==> src/rtl/gph_pkg.sv <==
package gph_pkg;

  localparam int HP_AW = 4;

  typedef enum logic [1:0] {
    HSEL_INS   = 2'd0,
    HSEL_REM   = 2'd1,
    HSEL_EJECT = 2'd2,
    HSEL_NONE  = 2'd3
  } hp_sel_e;

  function automatic hp_sel_e hp_decode(input logic [HP_AW-1:0] a);
    hp_sel_e s;
    case (a)
      4'h0:    s = HSEL_INS;
      4'h4:    s = HSEL_REM;
      4'h8:    s = HSEL_EJECT;
      default: s = HSEL_NONE;
    endcase
    return s;
  endfunction

endpackage

==> src/rtl/gph_gpe_bank.sv <==
module gph_gpe_bank #(
  parameter int GPE_W  = 16,
  parameter int AW     = 3,
  parameter int HP_BIT = 1
) (
  input  logic             clk,
  input  logic             rst_n,
  input  logic             wr_en,
  input  logic [AW-1:0]    addr,
  input  logic [7:0]       wdata,
  input  logic             hp_set,
  output logic [7:0]       rdata,
  output logic [GPE_W-1:0] stat_q,
  output logic [GPE_W-1:0] en_q
);

  localparam int NB = GPE_W / 8;
  localparam int LW = $clog2(NB);
  localparam int RW = AW - LW;

  logic [LW-1:0]    lane;
  logic [RW-1:0]    region;
  logic             is_stat;
  logic             is_en;
  logic [GPE_W-1:0] stat_w1c;
  logic [GPE_W-1:0] en_rep;
  logic [GPE_W-1:0] stat_d;
  logic [GPE_W-1:0] en_d;
  logic             stat_ce;
  logic             en_ce;

  assign lane    = addr[LW-1:0];
  assign region  = addr[AW-1:LW];
  assign is_stat = (region == RW'(0));
  assign is_en   = (region == RW'(1));

  generate
    for (genvar b = 0; b < NB; b++) begin : g_lane
      logic hit;
      assign hit = wr_en && (lane == LW'(b));
      assign stat_w1c[b*8 +: 8] = (hit && is_stat) ? (stat_q[b*8 +: 8] & ~wdata)
                                                   : stat_q[b*8 +: 8];
      assign en_rep[b*8 +: 8]   = (hit && is_en) ? wdata : en_q[b*8 +: 8];
    end
  endgenerate

  always_comb begin
    stat_d = stat_w1c;
    if (hp_set) stat_d[HP_BIT] = 1'b1;
    stat_ce = (wr_en && is_stat) || hp_set;
    en_d    = en_rep;
    en_ce   = wr_en && is_en;
  end

  always_ff @(posedge clk or negedge rst_n) begin
    if (!rst_n) begin
      stat_q <= '0;
      en_q   <= '0;
    end else begin
      if (stat_ce) stat_q <= stat_d;
      if (en_ce)   en_q   <= en_d;
    end
  end

  always_comb begin
    rdata = '0;
    if (is_stat)    rdata = stat_q[{lane, 3'b000} +: 8];
    else if (is_en) rdata = en_q[{lane, 3'b000} +: 8];
  end

  AST_HP_SET_STICKS: assert property (@(posedge clk) disable iff (!rst_n)
    hp_set |=> stat_q[HP_BIT]);

  AST_STAT_W1C: assert property (@(posedge clk) disable iff (!rst_n)
    (wr_en && is_stat && !hp_set && lane == LW'(0)) |=>
      ((stat_q[7:0] & $past(wdata)) == 8'h00) &&
      (stat_q[GPE_W-1:8] == $past(stat_q[GPE_W-1:8])));

  AST_EN_BYTE: assert property (@(posedge clk) disable iff (!rst_n)
    (wr_en && is_en && lane == LW'(0)) |=>
      (en_q[7:0] == $past(wdata)) &&
      (en_q[GPE_W-1:8] == $past(en_q[GPE_W-1:8])));

  AST_UNK_NOEFF: assert property (@(posedge clk) disable iff (!rst_n)
    (wr_en && !is_stat && !is_en && !hp_set) |=>
      ($stable(stat_q) && $stable(en_q)));

endmodule

==> src/rtl/gph_slot_maps.sv <==
module gph_slot_maps #(
  parameter int SLOT_W = 5
) (
  input  logic                       clk,
  input  logic                       rst_n,
  input  logic                       wr_ins,
  input  logic                       wr_rem,
  input  logic [(1 << SLOT_W)-1:0]   wdata,
  input  logic                       ev_take,
  input  logic                       ev_insert,
  input  logic [SLOT_W-1:0]          ev_slot,
  output logic [(1 << SLOT_W)-1:0]   ins_q,
  output logic [(1 << SLOT_W)-1:0]   rem_q
);

  localparam int NS = 1 << SLOT_W;

  logic [NS-1:0] slot_hot;
  logic [NS-1:0] ins_d;
  logic [NS-1:0] rem_d;
  logic          map_ce;

  generate
    for (genvar i = 0; i < NS; i++) begin : g_hot
      assign slot_hot[i] = (ev_slot == SLOT_W'(i));
    end
  endgenerate

  always_comb begin
    ins_d = ins_q;
    rem_d = rem_q;
    if (wr_ins) ins_d = wdata;
    if (wr_rem) rem_d = wdata;
    if (ev_take) begin
      ins_d = ev_insert ? slot_hot : '0;
      rem_d = ev_insert ? '0 : slot_hot;
    end
    map_ce = wr_ins || wr_rem || ev_take;
  end

  always_ff @(posedge clk or negedge rst_n) begin
    if (!rst_n) begin
      ins_q <= '0;
      rem_q <= '0;
    end else if (map_ce) begin
      ins_q <= ins_d;
      rem_q <= rem_d;
    end
  end

  AST_EV_INSERT: assert property (@(posedge clk) disable iff (!rst_n)
    (ev_take && ev_insert) |=>
      ($countones(ins_q) == 1) && (rem_q == '0) &&
      (ins_q[$past(ev_slot)] == 1'b1));

  AST_EV_REMOVE: assert property (@(posedge clk) disable iff (!rst_n)
    (ev_take && !ev_insert) |=>
      ($countones(rem_q) == 1) && (ins_q == '0) &&
      (rem_q[$past(ev_slot)] == 1'b1));

  AST_MAPS_HOLD: assert property (@(posedge clk) disable iff (!rst_n)
    (!ev_take && !wr_ins && !wr_rem) |=> ($stable(ins_q) && $stable(rem_q)));

endmodule

==> src/rtl/gph_eject.sv <==
module gph_eject #(
  parameter int SLOT_W = 5
) (
  input  logic                     clk,
  input  logic                     rst_n,
  input  logic                     wr,
  input  logic [(1 << SLOT_W)-1:0] wdata,
  output logic                     ej_valid_q,
  output logic [SLOT_W-1:0]        ej_slot_q
);

  localparam int NS = 1 << SLOT_W;

  logic [SLOT_W-1:0] pick;
  logic              any_set;
  logic              valid_d;

  always_comb begin
    pick = '0;
    for (int i = NS - 1; i >= 0; i--) begin
      if (wdata[i]) pick = SLOT_W'(i);
    end
    any_set = |wdata;
    valid_d = wr && any_set;
  end

  always_ff @(posedge clk or negedge rst_n) begin
    if (!rst_n) begin
      ej_valid_q <= 1'b0;
      ej_slot_q  <= '0;
    end else begin
      ej_valid_q <= valid_d;
      if (valid_d) ej_slot_q <= pick;
    end
  end

  AST_EJ_ZERO_QUIET: assert property (@(posedge clk) disable iff (!rst_n)
    (wr && wdata == '0) |=> !ej_valid_q);

  AST_EJ_LOWEST: assert property (@(posedge clk) disable iff (!rst_n)
    (wr && wdata != '0) |=>
      ej_valid_q &&
      ((($past(wdata) >> ej_slot_q) & NS'(1)) == NS'(1)) &&
      (($past(wdata) & ((NS'(1) << ej_slot_q) - NS'(1))) == '0));

  AST_EJ_NEEDS_WRITE: assert property (@(posedge clk) disable iff (!rst_n)
    !wr |=> !ej_valid_q);

endmodule

==> src/rtl/gpe_hotplug_regs.sv <==
module gpe_hotplug_regs
  import gph_pkg::*;
#(
  parameter int SLOT_W = 5,
  parameter int GPE_W  = 16,
  parameter int GPE_AW = 3,
  parameter int HP_BIT = 1
) (
  input  logic                     clk,
  input  logic                     rst_n,
  input  logic                     gpe_wr_en,
  input  logic [GPE_AW-1:0]        gpe_addr,
  input  logic [7:0]               gpe_wdata,
  output logic [7:0]               gpe_rdata,
  input  logic                     hp_wr_en,
  input  logic [HP_AW-1:0]         hp_addr,
  input  logic [(1 << SLOT_W)-1:0] hp_wdata,
  output logic [(1 << SLOT_W)-1:0] hp_rdata,
  input  logic                     ev_valid,
  input  logic                     ev_hotadded,
  input  logic                     ev_insert,
  input  logic [SLOT_W-1:0]        ev_slot,
  output logic                     gpe_pending,
  output logic                     eject_valid,
  output logic [SLOT_W-1:0]        eject_slot
);

  localparam int NS = 1 << SLOT_W;

  logic [1:0]       rst_sync_q;
  logic             rst_int_n;
  hp_sel_e          hsel;
  logic             ev_take;
  logic [GPE_W-1:0] stat_q;
  logic [GPE_W-1:0] en_q;
  logic [NS-1:0]    ins_q;
  logic [NS-1:0]    rem_q;
  logic             wr_ins;
  logic             wr_rem;
  logic             wr_eject;

  always_ff @(posedge clk or negedge rst_n) begin
    if (!rst_n) rst_sync_q <= 2'b00;
    else        rst_sync_q <= {rst_sync_q[0], 1'b1};
  end
  assign rst_int_n = rst_sync_q[1];

  assign hsel     = hp_decode(hp_addr);
  assign ev_take  = ev_valid && ev_hotadded;
  assign wr_ins   = hp_wr_en && (hsel == HSEL_INS);
  assign wr_rem   = hp_wr_en && (hsel == HSEL_REM);
  assign wr_eject = hp_wr_en && (hsel == HSEL_EJECT);

  gph_gpe_bank #(
    .GPE_W  (GPE_W),
    .AW     (GPE_AW),
    .HP_BIT (HP_BIT)
  ) u_gpe (
    .clk    (clk),
    .rst_n  (rst_int_n),
    .wr_en  (gpe_wr_en),
    .addr   (gpe_addr),
    .wdata  (gpe_wdata),
    .hp_set (ev_take),
    .rdata  (gpe_rdata),
    .stat_q (stat_q),
    .en_q   (en_q)
  );

  gph_slot_maps #(
    .SLOT_W (SLOT_W)
  ) u_maps (
    .clk       (clk),
    .rst_n     (rst_int_n),
    .wr_ins    (wr_ins),
    .wr_rem    (wr_rem),
    .wdata     (hp_wdata),
    .ev_take   (ev_take),
    .ev_insert (ev_insert),
    .ev_slot   (ev_slot),
    .ins_q     (ins_q),
    .rem_q     (rem_q)
  );

  gph_eject #(
    .SLOT_W (SLOT_W)
  ) u_eject (
    .clk        (clk),
    .rst_n      (rst_int_n),
    .wr         (wr_eject),
    .wdata      (hp_wdata),
    .ej_valid_q (eject_valid),
    .ej_slot_q  (eject_slot)
  );

  always_comb begin
    case (hsel)
      HSEL_INS: hp_rdata = ins_q;
      HSEL_REM: hp_rdata = rem_q;
      default:  hp_rdata = '0;
    endcase
  end

  assign gpe_pending = stat_q[HP_BIT] & en_q[HP_BIT];

  AST_PEND_AFTER_EVENT: assert property (@(posedge clk) disable iff (!rst_int_n)
    (ev_take && en_q[HP_BIT] && !(gpe_wr_en && gpe_addr == GPE_AW'(2))) |=>
      gpe_pending);

  AST_RESET_QUIET: assert property (@(posedge clk)
    !rst_int_n |-> (!eject_valid && !gpe_pending && hp_rdata == '0));

endmodule

==> config.mk <==
export PLATFORM = sky130hd
export DESIGN_NAME = gpe_hotplug_regs
export DESIGN_NICKNAME = d
export VERILOG_FILES = /design/src/rtl/gph_pkg.sv /design/src/rtl/gph_gpe_bank.sv /design/src/rtl/gph_slot_maps.sv /design/src/rtl/gph_eject.sv /design/src/rtl/gpe_hotplug_regs.sv
export SDC_FILE = /design/constraint.sdc
export NUM_CORES = 1
export LEC_CHECK = 0
export BUFFER_PORTS_ARGS = -buffer_cell sky130_fd_sc_hd__clkbuf_2
export CORE_MARGIN = 3
export CORE_UTILIZATION = 35
export CTS_CLUSTER_SIZE = 30
export DETAILED_ROUTE_END_ITERATION = 12
export GPL_TIMING_DRIVEN = 0
export PLACE_DENSITY = 0.55
export SLEW_MARGIN = 20
export SYNTH_ARGS = -nofsm -noshare
export SYNTH_HDL_FRONTEND = slang
export SYNTH_SLANG_ARGS = --single-unit
==> constraint.sdc <==
create_clock -name clk -period 7.6 [get_ports clk]
set_input_delay 1.14 -clock clk [delete_from_list [all_inputs] [get_ports clk]]
set_output_delay 1.14 -clock clk [all_outputs]
set_load 0.01 [all_outputs]
==> results of run 1 <==
[sequential cells by signal, indices dropped and copies added (netlist names)]
signal	count
rst_sync_q	2
u_eject.ej_slot_q	5
u_eject.ej_valid_q	1
u_gpe.en_q	16
u_gpe.stat_q	16
u_maps.ins_q	32
u_maps.rem_q	32
[worst paths after layout]
kind                               endpoint  cells after the start
max                            hp_rdata[15]                      5
min reg2reg                   u_gpe.en_q[4]                      0
min                           u_gpe.en_q[4]                      0
max in group asynchronous  u_maps.ins_q[16]                      2
max reg2reg                u_maps.ins_q[16]                      2
min in group clk              rst_sync_q[1]                      0
[cell usage after synthesis (6+ instances only)]
cell type	n	area, sq um
nor3_1	12	60.1
inv_1	6	22.5
nor2b_1	10	62.6
o21ai_1	65	325
mux4_2	8	180
a21oi_1	9	45.0
a22o_1	32	280
nand2b_1	7	43.8
nor2_1	24	90.1
dfrtp_1	104	2600
nand2_1	75	282
a22oi_1	64	480
mux2_1	16	180
a21boi_1	15	113
clkbuf_1	30	113
[metal layers]
| layer | track usage [%] | up-vias | part of all wire, % |
|---|---|---|---|
| met5 | 0 | - | 0 |
| met4 | 6.24 | 0 | 2.2 |
| met3 | 4.58 | 29 | 8.1 |
| met2 | 32.1 | 217 | 45 |
| met1 | 28.7 | 2387 | 45 |
| li1 | - | 2220 | - |
[power breakdown]
group	internal, uW	switching [uW]	total, uW
sequential	624	38.3	662
clock	297	225	523
combinational	94.5	134	228
[layout make-up]
class	count	area share (%)
buffer	32	1.86
clock buffer	9	3.48
clock inverter	7	1.70
inverter	7	0.407
multi-input combinational	387	39.8
sequential	104	40.3
tap	184	3.56
timing repair buffer	107	8.87
[worst max-delay path, delay by kind of cell]
| family | cells | cell delay (ps) |
|---|---|---|
| AND/OR/NAND/NOR | 1 | 750 |
| AO/OA/AOI/OAI | 1 | 250 |
| buffers and inverters | 3 | 730 |
[through the flow]
step	instances	setup WS (ps)	utilization (%)	total power, uW	area [sq um]
floorplan	530	4200	-	801	5310
finish	837	3580	44.0	1410	6460
CTS	837	3550	43.9	1430	6460
global placement	819	3200	41.3	889	6070
detailed placement	821	3560	41.7	903	6120
global route	837	3460	44.0	1480	6460
[cell families after synthesis]
logic type	after synthesis	share of synthesized area, %
buffers and inverters	39	2.76
DFF	104	49.0
other	1	0.0706
and+or+nand+nor	156	14.9
muxes	25	6.97
AOI/OAI and AO/OA	205	26.3
==> metrics.txt, run 1 <==
status=complete, no violations; fin crit share=52.9%; # hold bufs at CTS=0; Multi-input gate area=between 2000 and 3000 sq um; worst-path cell chain=clkbuf_2, nor4_2, clkbuf_1, a22o_1, clkbuf_2; first-pass GRT wire length=26,500 microns; average size of a mapped cell=10.0 sq um; CTS sink count=104; CP max stage delay=750 ps; commonest cells after routing, fill and taps aside=clkbuf_2 (105), dfrtp_1 (103), nand2_1 (75); Ys Warns=0; CP max stage cell=nor4_2; DIE AREA=around 17,000 sq um; Routed Antenna Nets=0; CTS resizes=0; worst vdd ir=0.000135 V; part of the Yosys area used for sequential elements=roughly half; setup violators final=0; Setup crit start kind=primary input; Setup Skew=6.32 ps; R2R setup slack=6620 ps; Fillers=1,437; crit end category=output pin; clock-pin slew on the worst setup and hold paths=80 ps; number of flops mapped to enable cells by yosys=0; Most used DFF post-synth=dfrtp_1; Initial Util=36.1%; Max Buffers Root-to-Sink=2; Hold WS=201 ps; CP Class=primary input to output pin; Placer Congestion=0.878; setup TNS=0 ps; worst min path class=flop to asynchronous set/reset pin; Worst Max-Slew Pin Slew=1140 ps; clock latency on the worst-skew pair=approximately 350 ps; Max FO, Critical Path=10; setup bufs post-CTS=0; nets=707; RSZ-0062 raised after global routing=no; Worst path most repeated cell=clkbuf_2; CP arrival=2880 ps; FP Rows=44; cell area after synthesis=about 5300 sq um; register area=2610 sq um; PwrDens=219 nW/um^2; DPL Wire Length=12,800 microns; largest net degree at the start of global routing=53; Slew headroom=23.7%; initial drt markers=464; Seq cells post-synth=104; CTS Buf Count=9; Root Buffer=clkbuf_16; die height=129 microns; most common cell after layout, fill and taps aside=clkbuf_2; Slew Limit Fails=0; WL/cell=19.9 microns; Crit path required time=6460 ps; DIE WIDTH=129 microns; Net Count, Synth=roughly 590; synth-to-layout area growth=21.7%; CTS tree=built; I/O pin cnt=106; Max-Cap Viols=0; Tot GR Track Use=20.6%; number of global-route vias before repair=4,863; minimum clock period=4020 ps; Final Hold Fails=0; Cell variety after synth=46; CP startpoint=hp_addr[3]; Vias=between 4,000 and 5,000; layout cells sized above 1=22.7%; antenna cells=0; initial antenna violation count=0; core area=14,700 sq um; H-tree depth=3; drt total wl=approximately 17,000 microns; total congestion overflow=0; First-pass DRT Iterations=5; Max Clock Freq=249 MHz; input/output buffers=~110; synthesized instance count=530; Leak Pwr=0.00286 uW; vias per cell=5.80; asr flop ratio synth=100%; RR Startpoint=rst_sync_q[1]; DRC=0
(Power assumes the default switching activity.)
==> run 2, diff against run 1 <==
==> constraint.sdc (replaced) <==
create_clock -name clk -period 3.8 [get_ports clk]
set_input_delay 0.57 -clock clk [delete_from_list [all_inputs] [get_ports clk]]
set_output_delay 0.57 -clock clk [all_outputs]
set_load 0.01 [all_outputs]
==> run 2 against run 1 <==
Total power up 100%. Final cell count up 0.12%. Critical path depth unchanged. Critical endpoint unchanged. Largest cell class unchanged. Highest routed layer unchanged.
==> metrics.txt, run 2 (same netlist as run 1, synthesis figures left out) <==
dpl ws=895 ps (-2660 ps); CP Class=primary input to output pin; drt total wl=16,700 microns (unchanged); DPL Wire Length=12,800 microns (unchanged); worst reg2reg path depth=2 (unchanged); Max Buffers Root-to-Sink=2 (unchanged); Vias=4,837 (-0.33%); FP Rows=44 (unchanged); input/output buffers=105 (unchanged); R2R setup slack=2810 ps (-3810 ps); vias per cell=5.77 (-0.45%); PwrDens=436 nW/um^2 (+100%); Initial Util=36.1% (unchanged); Gate power share=16.2% (about the same); commonest cells after routing, fill and taps aside=clkbuf_2 (105), dfrtp_1 (103), nand2_1 (75); nets=708 (+0.14%); Setup Skew=6.74 ps (+0.419 ps); Crit path required time=3230 ps (-3230 ps); Sw Ratio=28.1% (-0.038 points); antenna cells=0 (unchanged); clock-pin slew on the worst setup and hold paths=80 ps (about the same); Max Clock Freq=~350 MHz; CTS tree=built; first-pass GRT wire length=26,500 microns (about the same); die height=129 microns (unchanged); CP endpoint=hp_rdata[15]; Cell Int Power=2030 uW (+100%); RSZ-0062 raised after global routing=no; Max FO, Critical Path=10 (unchanged); layout cells sized above 1=22.6% (-0.035 points); Max-Cap Viols=0 (unchanged); CP startpoint=hp_addr[3]; Final Hold Fails=0 (unchanged); fin crit share=75.9%; reg2reg end=u_maps.ins_q[16]; initial antenna violation count=0 (unchanged); worst vdd ir=0.000269 V (+100%); clock latency on the worst-skew pair=350 ps (about the same); DIE WIDTH=129 microns (unchanged); status=complete, no violations; H-tree depth=3 (unchanged); core area=14,700 sq um (unchanged); total congestion overflow=0 (unchanged); CTS sink count=104 (unchanged); Slew Limit Fails=0 (unchanged); Tot GR Track Use=20.6% (about the same); DIE AREA=16,700 sq um (unchanged); minimum clock period=around 2900 ps; P_sw=794 uW (+100%); Slew headroom=20.9% (-2.9 points); RR Startpoint=rst_sync_q[1]; setup violators final=0 (unchanged); WL/cell=19.9 microns (-0.12%); number of global-route vias before repair=4,866 (+0.062%); Worst Max-Slew Pin Slew=1180 ps (+42.8 ps); First-pass DRT Iterations=5 (unchanged); DRC=0 (unchanged); Placer Congestion=0.878 (unchanged); worst min path class=flop to asynchronous set/reset pin; Root Buffer=clkbuf_16; Routed Antenna Nets=0 (unchanged); most common cell after layout, fill and taps aside=clkbuf_2; setup bufs post-CTS=0 (unchanged); clock power share=36.9% (about the same); largest registers=u_maps.ins_q x32, u_maps.rem_q x32; Layout Utilization=44.0% (+0.068 points); CTS Buf Count=9 (unchanged); initial drt markers=536 (+16%); largest net degree at the start of global routing=53 (unchanged); I/O pin cnt=106 (unchanged); Leak Pwr=0.00286 uW (+0.15%); setup TNS=0 ps (unchanged); CP arrival=2310 ps (-570 ps); synth-to-layout area growth=21.9%; crit end category=output pin; total power=2830 uW (+100%); Sequential Power Share=46.9% (about the same); Setup crit start kind=primary input; Worst Slack Setup Final=917 ps (-2670 ps)
run 2: worst min path at each step:
| stage | from | endpoint | slack (ps) | cells past startpoint |
|---|---|---|---|---|
| after floorplan | rst_n | rst_sync_q[0] | 270 | 0 |
| after global placement | rst_sync_q[0] | rst_sync_q[1] | 340 | 0 |
| after detailed placement | rst_sync_q[1] | u_gpe.en_q[4] | 200 | 0 |
| after CTS | rst_sync_q[1] | u_gpe.en_q[4] | 210 | 0 |
| after global routing | rst_sync_q[1] | u_gpe.en_q[4] | 230 | 0 |
| final | rst_sync_q[1] | u_gpe.en_q[4] | 200 | 0 |
run 2: area by class of cell:
class	instances	area [sq um]
Fill cell	1436	8230
Tap cell	184	230
Clock buffer	9	225
Timing Repair Buffer	108	583
Clock inverter	7	110
Sequential cell	104	2610
Buffer	32	120
Inverter	7	26.3
Multi-Input combinational cell	387	2570
run 2: what timing repair did:
action	4_1_cts	5_1_grt
hold buffers	1	0
endpoints found under the hold margin	2	0
resized for setup	0	0
run 2: critical path, stage by stage:
cell and delay (ps):
clkbuf_2 120, nor4_2 740, clkbuf_1 480, a22o_1 260
clkbuf_2 140
run 2: power by group through the flow:
stage	combinational (uW)	sequential (uW)	clock, uW
5_1_grt	511	1340	1110
3_3_place_gp	422	1360	0
2_1_floorplan	260	1340	0
3_5_place_dp	459	1350	0
4_1_cts	460	1320	1070
6_report	457	1320	1040
run 2: per-layer routing:
layer  up-vias  share of wire, %  GRT usage (%)
met5         -                 0              0
met4         0               2.2           6.24
met3        29               7.6           4.58
met2       205                45           32.1
met1      2376                45           28.7
li1       2227                 -              -
run 2: per-stage QoR:
step                      std cells  cell area (sq um)  hold slack (ps)
after floorplan                 530               5310              274
after global placement          819               6070              337
after detailed placement        821               6120              199
after CTS                       838               6470              210
after global routing            838               6470              227
final                           838               6470              200
==> run 3, diff against run 2 <==
==> constraint.sdc (replaced) <==
create_clock -name clk -period 2.8 [get_ports clk]
set_input_delay 0.42 -clock clk [delete_from_list [all_inputs] [get_ports clk]]
set_output_delay 0.42 -clock clk [all_outputs]
set_load 0.01 [all_outputs]
==> run 3 against run 2 <==
Flip-flop and latch count unchanged. Utilization fell by 0.15 points. Die area unchanged. Clock skew is 0.63 ps lower. Clock power rose by 36%. Total power is 35% higher. Critical path depth stayed put. Worst hold slack improved by 80 ps. Register-to-register slack worse by 1100 ps. Routed wire length decreased by 1.7%. Clock-buffer cell count is 3 higher.
==> metrics.txt, run 3 (same netlist as run 1, synthesis figures left out) <==
status=complete, no violations; largest net degree at the start of global routing=55 (+3.8%); Final Hold Fails=0 (unchanged); Hold WS=280 ps (+80.0 ps); First-pass DRT Iterations=6 (+1); clock-pin slew on the worst setup and hold paths=70 ps (about the same); CTS Buf Count=9 (unchanged); input/output buffers=105 (unchanged); R2R setup slack=1720 ps (-1090 ps); PwrDens=592 nW/um^2 (+36%); Crit path required time=2380 ps (-850 ps); Max FO, Critical Path=10 (unchanged); Sequential Power Share=47.3% (+0.4 points); Slew headroom=31.7% (+11 points); clock latency on the worst-skew pair=350 ps (about the same); minimum clock period=around 2500 ps; nets=707 (-0.14%); Max Clock Freq=395 MHz; die height=129 microns (unchanged); Finished Cell Area=6450 sq um (-0.35%); fin crit share=between 90% and 100%; Placed Instances=820 (-0.12%); H-tree depth=3 (unchanged); synth-to-layout area growth=21.5%; CP Class=primary input to output pin; total congestion overflow=0 (unchanged); setup violators final=0 (unchanged); setup bufs post-CTS=0 (unchanged); initial antenna violation count=0 (unchanged); Cell Int Power=2780 uW (+37%); DRC=0 (unchanged); CTS sink count=104 (unchanged); Layout Utilization=43.9% (-0.15 points); Setup crit start kind=primary input; CTS resizes=0 (unchanged); first-pass GRT wire length=26,200 microns (-0.97%); crit end category=output pin; Slew Limit Fails=0 (unchanged); DIE WIDTH=129 microns (unchanged); Max Buffers Root-to-Sink=2 (unchanged); Tot GR Track Use=20.2% (-0.33 points); Setup Skew=6.10 ps (-0.633 ps); antenna cells=0 (unchanged); P_sw=1040 uW (+31%); WL/cell=19.6 microns (-1.5%); Leak Pwr=0.00285 uW (-0.43%); CP arrival=2110 ps (-200 ps); Routed Antenna Nets=0 (unchanged); largest registers=u_maps.ins_q x32, u_maps.rem_q x32; DIE AREA=16,700 sq um (unchanged); drt total wl=16,400 microns (-1.7%); Initial Util=36.1% (unchanged); worst vdd ir=0.000304 V (+13%); RSZ-0062 raised after global routing=no; Worst Max-Slew Pin Slew=1020 ps (-163 ps); Placer Congestion=0.926 (+5.5%); I/O pin cnt=106 (unchanged); # hold bufs at CTS=1 (unchanged); Root Buffer=clkbuf_16; final non-filler cell total=837 (-0.12%); commonest cells after routing, fill and taps aside=clkbuf_2 (105), dfrtp_1 (103), nand2_1 (75); worst min path class=primary input to flop; Vias=4,714 (-2.5%); CTS tree=built; placed cell area=6100 sq um (-0.33%); Gate power share=15.8% (-0.4 points); most common cell after layout, fill and taps aside=clkbuf_2; clock power share=36.9% (about the same); DPL Wire Length=12,500 microns (-2.1%); Max-Cap Viols=0 (unchanged); initial drt markers=402 (-25%); layout cells sized above 1=22.4% (-0.27 points); core area=14,700 sq um (unchanged); vias per cell=5.63 (-2.4%); number of global-route vias before repair=4,749 (-2.4%); Sw Ratio=27.1% (-0.94 points); FP Rows=44 (unchanged)
run 3: cell types whose count changed in the layout (fill, tap and decap cells not counted):
cell      before  now
inv_8          3    0
clkbuf_8       0    2
clkinv_4       0    1
inv_6          1    0
clkbuf_1      30   31
buf_12         1    0
run 3: path summary, 6_finish.rpt:
| path | to | startpoint | cells after the start |
|---|---|---|---|
| min in group asynchronous | rst_sync_q[0] | rst_n | 2 |
| min reg2reg | rst_sync_q[1] | rst_sync_q[0] | 0 |
| min | u_gpe.stat_q[9] | gpe_wdata[1] | 2 |
| max | hp_rdata[25] | hp_addr[3] | 5 |
| max reg2reg | u_maps.rem_q[16] | rst_sync_q[1] | 1 |
| max in group asynchronous | u_maps.rem_q[16] | rst_sync_q[1] | 1 |
run 3: power groups by stage:
stage | combinational, uW | sequential, uW | clock, uW
after floorplan | 353 | 1820 | 0
final | 604 | 1810 | 1410
after detailed placement | 608 | 1840 | 0
after global routing | 679 | 1830 | 1500
after global placement | 576 | 1840 | 0
after CTS | 610 | 1810 | 1440
run 3: metal layers:
layer / GRT usage [%] / up-vias / wire length, microns
met2: 31.9 / 169 / 7710
li1: - / 2221 / -
met4: 5.56 / 0 / 223
met1: 28.1 / 2307 / 7280
met3: 4.82 / 17 / 1200
met5: 0 / - / 0
run 3: area by class of cell:
class,instances,area (sq um)
Multi-Input combinational cell,387,2570
Inverter,7,26.3
Fill cell,1478,8250
Clock buffer,12,256
Sequential cell,104,2610
Timing Repair Buffer,107,563
Clock inverter,4,76.3
Tap cell,184,230
Buffer,32,120
run 3: critical path, stage by stage:
cell and delay [ps]:
clkbuf_2 120, nor4_2 670, clkbuf_1 490, a22o_1 270, clkbuf_2 150
run 3: metrics by stage:
step	TNS (ps)	worst slack, ps	power (uW)
6_report	0	267	3820
4_1_cts	0	219	3860
3_3_place_gp	-1330	-85.1	2410
5_1_grt	0	95.1	4010
3_5_place_dp	0	229	2440
2_1_floorplan	0	748	2170
